[config.mk]
export PLATFORM = sky130hd
export DESIGN_NAME = rate_trim_prescaler
export DESIGN_NICKNAME = d
export VERILOG_FILES = /design/src/rtl/rtp_pkg.sv /design/src/rtl/rtp_position.sv /design/src/rtl/rtp_cal_hold.sv /design/src/rtl/rtp_sec_fsm.sv /design/src/rtl/rate_trim_prescaler.sv
export SDC_FILE = /design/constraint.sdc
export NUM_CORES = 1
export LEC_CHECK = 0
export ABC_AREA = 0
export BUFFER_PORTS_ARGS = -buffer_cell sky130_fd_sc_hd__buf_2
export CAP_MARGIN = 25
export CORE_ASPECT_RATIO = 1.4
export CORE_MARGIN = 2
export CORE_UTILIZATION = 62
export DETAILED_ROUTE_END_ITERATION = 6
export PLACE_DENSITY = 0.86
export SYNTH_ARGS = -nofsm -noshare
export SYNTH_HDL_FRONTEND = slang
export SYNTH_SLANG_ARGS = --single-unit
[constraint.sdc]
create_clock -name clk -period 9.5 [get_ports clk]
set_input_delay 1.9 -clock clk [delete_from_list [all_inputs] [get_ports clk]]
set_output_delay 1.9 -clock clk [all_outputs]
set_load 0.01 [all_outputs]
[src/rtl/rtp_pkg.sv]
package rtp_pkg;
    typedef enum logic [1:0] {
        SEC_PLAIN = 2'd0,
        SEC_SHORT = 2'd1,
        SEC_LONG  = 2'd2
    } sec_kind_t;
endpackage

[src/rtl/rtp_position.sv]
module rtp_position #(
    parameter int SECS  = 60,
    parameter int MINS  = 64,
    parameter int SEC_W = 6,
    parameter int MIN_W = 6
) (
    input  logic             clk,
    input  logic             rst_n,
    input  logic             tick,
    output logic [SEC_W-1:0] sec_q,
    output logic [MIN_W-1:0] min_q,
    output logic [SEC_W-1:0] nxt_sec,
    output logic [MIN_W-1:0] nxt_min,
    output logic             wrap
);
    logic last_sec;
    logic last_min;

    always_comb begin
        last_sec = (sec_q == SEC_W'(SECS - 1));
        last_min = (min_q == MIN_W'(MINS - 1));
        nxt_sec  = last_sec ? '0 : sec_q + 1'b1;
        nxt_min  = min_q;
        if (last_sec) begin
            nxt_min = last_min ? '0 : min_q + 1'b1;
        end
        wrap = tick && last_sec && last_min;
    end

    always_ff @(posedge clk) begin
        if (!rst_n) begin
            sec_q <= '0;
            min_q <= '0;
        end else if (tick) begin
            sec_q <= nxt_sec;
            min_q <= nxt_min;
        end
    end
endmodule

[src/rtl/rtp_cal_hold.sv]
module rtp_cal_hold #(
    parameter int MAG_W = 5,
    parameter int MIN_W = 6
) (
    input  logic                   clk,
    input  logic                   load,
    input  logic [MAG_W:0]         cal_in,
    input  logic                   first_sec,
    input  logic [MIN_W-1:0]       min_idx,
    output logic [MAG_W:0]         cal_q,
    output rtp_pkg::sec_kind_t     kind_next
);
    import rtp_pkg::*;

    logic [MAG_W:0]   cal_use;
    logic [MAG_W-1:0] mag;
    logic             in_span;

    always_ff @(posedge clk) begin
        if (load) begin
            cal_q <= cal_in;
        end
    end

    always_comb begin
        cal_use = load ? cal_in : cal_q;
        mag     = cal_use[MAG_W-1:0];
        in_span = first_sec && (int'(min_idx) < 2 * int'(mag));
        if (!in_span) begin
            kind_next = SEC_PLAIN;
        end else if (cal_use[MAG_W]) begin
            kind_next = SEC_SHORT;
        end else begin
            kind_next = SEC_LONG;
        end
    end
endmodule

[src/rtl/rtp_sec_fsm.sv]
module rtp_sec_fsm #(
    parameter int BASE_CYCLES = 32768,
    parameter int SHORT_BY    = 256,
    parameter int LONG_BY     = 128,
    parameter int CNT_W       = 16
) (
    input  logic               clk,
    input  logic               rst_n,
    input  logic               osc_en,
    input  rtp_pkg::sec_kind_t kind_next,
    output logic               tick
);
    import rtp_pkg::*;

    localparam logic [CNT_W-1:0] LAST_PLAIN = CNT_W'(BASE_CYCLES - 1);
    localparam logic [CNT_W-1:0] LAST_SHORT = CNT_W'(BASE_CYCLES - SHORT_BY - 1);
    localparam logic [CNT_W-1:0] LAST_LONG  = CNT_W'(BASE_CYCLES + LONG_BY - 1);

    sec_kind_t        state;
    logic [CNT_W-1:0] cnt;
    logic [CNT_W-1:0] last_cnt;

    // state register: reload at reset and at every second boundary
    always_ff @(posedge clk) begin
        if (!rst_n || tick) begin
            state <= kind_next;
        end
    end

    always_ff @(posedge clk) begin
        if (!rst_n) begin
            cnt <= '0;
        end else if (osc_en) begin
            cnt <= tick ? '0 : cnt + 1'b1;
        end
    end

    // outputs
    always_comb begin
        unique case (state)
            SEC_PLAIN: last_cnt = LAST_PLAIN;
            SEC_SHORT: last_cnt = LAST_SHORT;
            SEC_LONG:  last_cnt = LAST_LONG;
            default:   last_cnt = LAST_PLAIN;
        endcase
        tick = rst_n && osc_en && (cnt == last_cnt);
    end
endmodule

[src/rtl/rate_trim_prescaler.sv]
module rate_trim_prescaler #(
    parameter int BASE_CYCLES = 32768,
    parameter int SHORT_BY    = 256,
    parameter int LONG_BY     = 128,
    parameter int SECS        = 60,
    parameter int MINS        = 64,
    parameter int MAG_W       = 5,
    localparam int SEC_W      = $clog2(SECS),
    localparam int MIN_W      = $clog2(MINS),
    localparam int CNT_W      = $clog2(BASE_CYCLES + LONG_BY)
) (
    input  logic             clk,
    input  logic             rst_n,
    input  logic             osc_en,
    input  logic [MAG_W:0]   cal_in,
    output logic             sec_tick,
    output logic [SEC_W-1:0] sec_pos,
    output logic [MIN_W-1:0] min_pos
);
    import rtp_pkg::*;

    logic [SEC_W-1:0] nxt_sec;
    logic [MIN_W-1:0] nxt_min;
    logic             cyc_wrap;
    logic             cal_load;
    logic             first_sec;
    logic [MIN_W-1:0] min_idx;
    logic [MAG_W:0]   cal_q;
    sec_kind_t        kind_next;

    assign cal_load  = !rst_n || cyc_wrap;
    assign first_sec = !rst_n || (nxt_sec == '0);
    assign min_idx   = rst_n ? nxt_min : '0;

    rtp_position #(
        .SECS(SECS), .MINS(MINS), .SEC_W(SEC_W), .MIN_W(MIN_W)
    ) u_pos (
        .clk(clk), .rst_n(rst_n), .tick(sec_tick),
        .sec_q(sec_pos), .min_q(min_pos),
        .nxt_sec(nxt_sec), .nxt_min(nxt_min), .wrap(cyc_wrap)
    );

    rtp_cal_hold #(
        .MAG_W(MAG_W), .MIN_W(MIN_W)
    ) u_cal (
        .clk(clk), .load(cal_load), .cal_in(cal_in),
        .first_sec(first_sec), .min_idx(min_idx),
        .cal_q(cal_q), .kind_next(kind_next)
    );

    rtp_sec_fsm #(
        .BASE_CYCLES(BASE_CYCLES), .SHORT_BY(SHORT_BY),
        .LONG_BY(LONG_BY), .CNT_W(CNT_W)
    ) u_fsm (
        .clk(clk), .rst_n(rst_n), .osc_en(osc_en),
        .kind_next(kind_next), .tick(sec_tick)
    );
endmodule

==> flow_summary.yaml <==
sta:
  hold_violations: 0
  setup_tns_ns: 0
  max-slew-margin-rel_pct: 60.6
  rsz0062_at_grt: "false"
  fmax_mhz: 199
  skew_ns: 0.00635
  setup_viol: 0
  worstMarginPinSlew_ns: 0.589
  final.min_clock_period_ns: 5.03
  drv_slew: 0
  fin_crit_sh_pct: 52.9
logic_synthesis:
  synthSimpleGateAreaFrac_pct: 27.6
  ys_seq_area_share_pct: 38.7
  syn_inst: 221
  synthAdderAreaFrac_pct: 5.23
  synth_compound_area_share_pct: 10.3
  muxShareOfSynthArea_pct: 5.09
  syn_area_sq_mm: 0.00192
  synth-xor-area-share_pct: 8.69
  synth_edf_count: 2
  ys_types: 47
  synth_area_leaders: "dfxtp_1 36%, ha_1 5.2%, nor2_1 5.1%, xor2_1 5.0%, nand2_1 3.7%"
  synth_top_area_share_pct: 35.5
  yosysTopAreaCell: "dfxtp_1"
  avgSynthCellArea_sq_um: 8.67
  synth-async-reset-ratio_pct: 0
  ys_warn_count: 0
  ys.flop_type: "dfxtp_1"
  syn_nets: 238
  synth_top_family_by_area: "simple AND/OR/NAND/NOR gates"
  ys_ff_latch: 36
clock_network:
  clock_path_buffers: 2
  cts_tree: "yes"
  postCtsResizedCells: 0
  cts_root_buf: "clkbuf_8"
  numCtsBuffers: 5
  cts_hold_buf: 0
  clk_latency_ns: 0.29
  post-cts-setup-buffers: 0
  path_clk_slew_ns: 0.07
  htree_levels: 2
  numClockSinks: 36
setup_path:
  crit_slowest_cell: "a211oi_1"
  cpMostUsedCell: "buf_2"
  worstSetupStartpointType: "input port"
  crit_path_end_kind: "primary output"
  worst_path_dominant_cell_family: "buffers and inverters"
  cp_num_buf_inv: 3
  required_ns: 7.60
  crit_chain: "buf_2 -> clkinv_1 -> a211oi_1 -> buf_2"
  path_depth: 4
  critPathMaxStageDelay_ns: 0.46
  r2r_cells: 14
  arrival_ns: 3.13
  critical_path_class: "in -> out"
  rrSetupSlack_ns: 5.43
  crit_fanout: 17
finish:
  fin_cells: 278
  drive_gt1_share_pct: 14.5
  multi_input_area_sq_mm: 0.00109
  fin_util_pct: 72.3
  nFillCells: 246
  stdcell_area_sq_mm: 0.00210
  antennaDiodeCount: 0
  area_growth_pct: 9.73
  seqCellArea_sq_um: 741
  fin_nets: 257
floorplanning:
  coreArea_sq_mm: 0.00291
  die_h_microns: 69.8
  io_pins: 22
  num_rows: 23
  start_util_pct: 65.9
  die_area_sq_mm: 0.00356
  die_w_microns: 51.0
detailed_routing:
  dr.pass1.iters: 4
  finalWirelength_microns: 4020
  drc: 0
  drt_iter0_drc: 53
  ant_nets: 0
  vias: 1617
  wl_per_cell_microns: 14.4
  viasPerCell: 5.82
placed_design:
  place_area_sq_mm: 0.00202
  io_buffers: 21
  place_inst: 270
  dp_hpwl_microns: 2950
  globalplace.congestion: 0.869
grt:
  grt_pass1_wl_microns: 6930
  grt_pass1_vias: 1595
  grt_usage_pct: 25.6
  antenna_found_initial: 0
  grt_max_degree: 18
  grt-ovfl-total: 0
power_and_ir_drop:
  ir_worst_vdd_mv: 0.125
  p_per_area_mw_per_mm2: 133
  power.static_leakage_nw: 0.840
  total_power_mw: 0.280
hold_path:
  min_path_cells: 2
  hold_class: "reg -> reg"
status:
  outcome: "complete, no violations"
job:
  cap_violations: 0
[flip-flops by register name, indices dropped and copies added (netlist names), named ones only]
register,cells
u_fsm.cnt,16
u_pos.sec_q,6
u_pos.min_q,5
u_cal.cal_q,6
u_fsm.state,2
[layout make-up]
class	count	area share [%]
timing repair buffer	21	5.00
tap	37	2.20
clock inverter	3	0.655
inverter	10	1.79
sequential	36	35.2
multi-input combinational	166	51.8
clock buffer	5	3.27
[cell usage in the layout, fill, tap and decap left out, types with 5 or more instances in the layout]
cell type,n
xor2_1,11
buf_2,21
xnor2_1,8
dfxtp_1,34
a21oi_1,9
ha_1,8
or3_1,7
inv_1,9
nand4_1,8
nand3_1,12
clkbuf_8,5
nor2_1,26
mux2i_1,6
nand2_1,19
[where the power goes]
group          switching, mW  total, mW  internal, mW
clock                 0.0557      0.105        0.0498
sequential           0.00194      0.158         0.157
combinational        0.00927     0.0165       0.00726
total                 0.0669      0.280         0.214
[per-stage QoR]
stage / worst slack (ns) / hold slack, ns
after global placement: 4.30 / 0.447
after global routing: 4.27 / 0.509
after detailed placement: 4.24 / 0.455
after CTS: 4.49 / 0.472
after floorplan: 4.63 / 0.431
final: 4.47 / 0.467
[cells by family (layout without fill, tap and decap cells)]
family / after synthesis / in the layout
and+or+nand+nor: 101 / 101
DFF: 36 / 36
AOI/OAI and AO/OA: 29 / 29
xor gates and xnor gates: 19 / 19
buffers and inverters: 19 / 39
muxes: 9 / 9
adders and majority gates: 8 / 8
[final timing paths]
path                                    start                           end
setup / recovery                        rst_n                      sec_tick
hold / removal         u_cal.cal_q[3]$_DFF_P_        u_cal.cal_q[3]$_DFF_P_
setup reg to reg  u_pos.sec_q[0]$_SDFFE_PN0N_  u_fsm.state[0]$_SDFFCE_PN0P_
hold reg to reg        u_cal.cal_q[3]$_DFF_P_        u_cal.cal_q[3]$_DFF_P_
[layer usage]
metal,global-route usage (%),part of all wire [%]
met1,28.6,39
met2,44.6,55
met3,5.82,4.0
met4,11.4,1.8
met5,0,0
[worst register-to-register path, cell delays in order (launching register included)]
cell	delay, ns
dfxtp_1	0.41
ha_1	0.29
nand4b_1	0.13
or4_4	0.52
a211oi_2	0.18
nand2b_1	0.36
mux2_2	0.41
inv_1	0.06
ha_1	0.13
and4_1	0.26
or4b_2	0.60
nand4_1	0.13
a221o_1	0.15
a311oi_1	0.05
and2_1	0.18
[Yosys cell counts, types with 6 or more instances]
library cell / count
inv_1: 9
ha_1: 8
xnor2_1: 8
nand3_1: 12
mux2i_1: 6
xor2_1: 11
nand4_1: 8
nand2_1: 19
nor2_1: 26
a21oi_1: 9
dfxtp_1: 34
or3_1: 7
(Power assumes the default switching activity.)
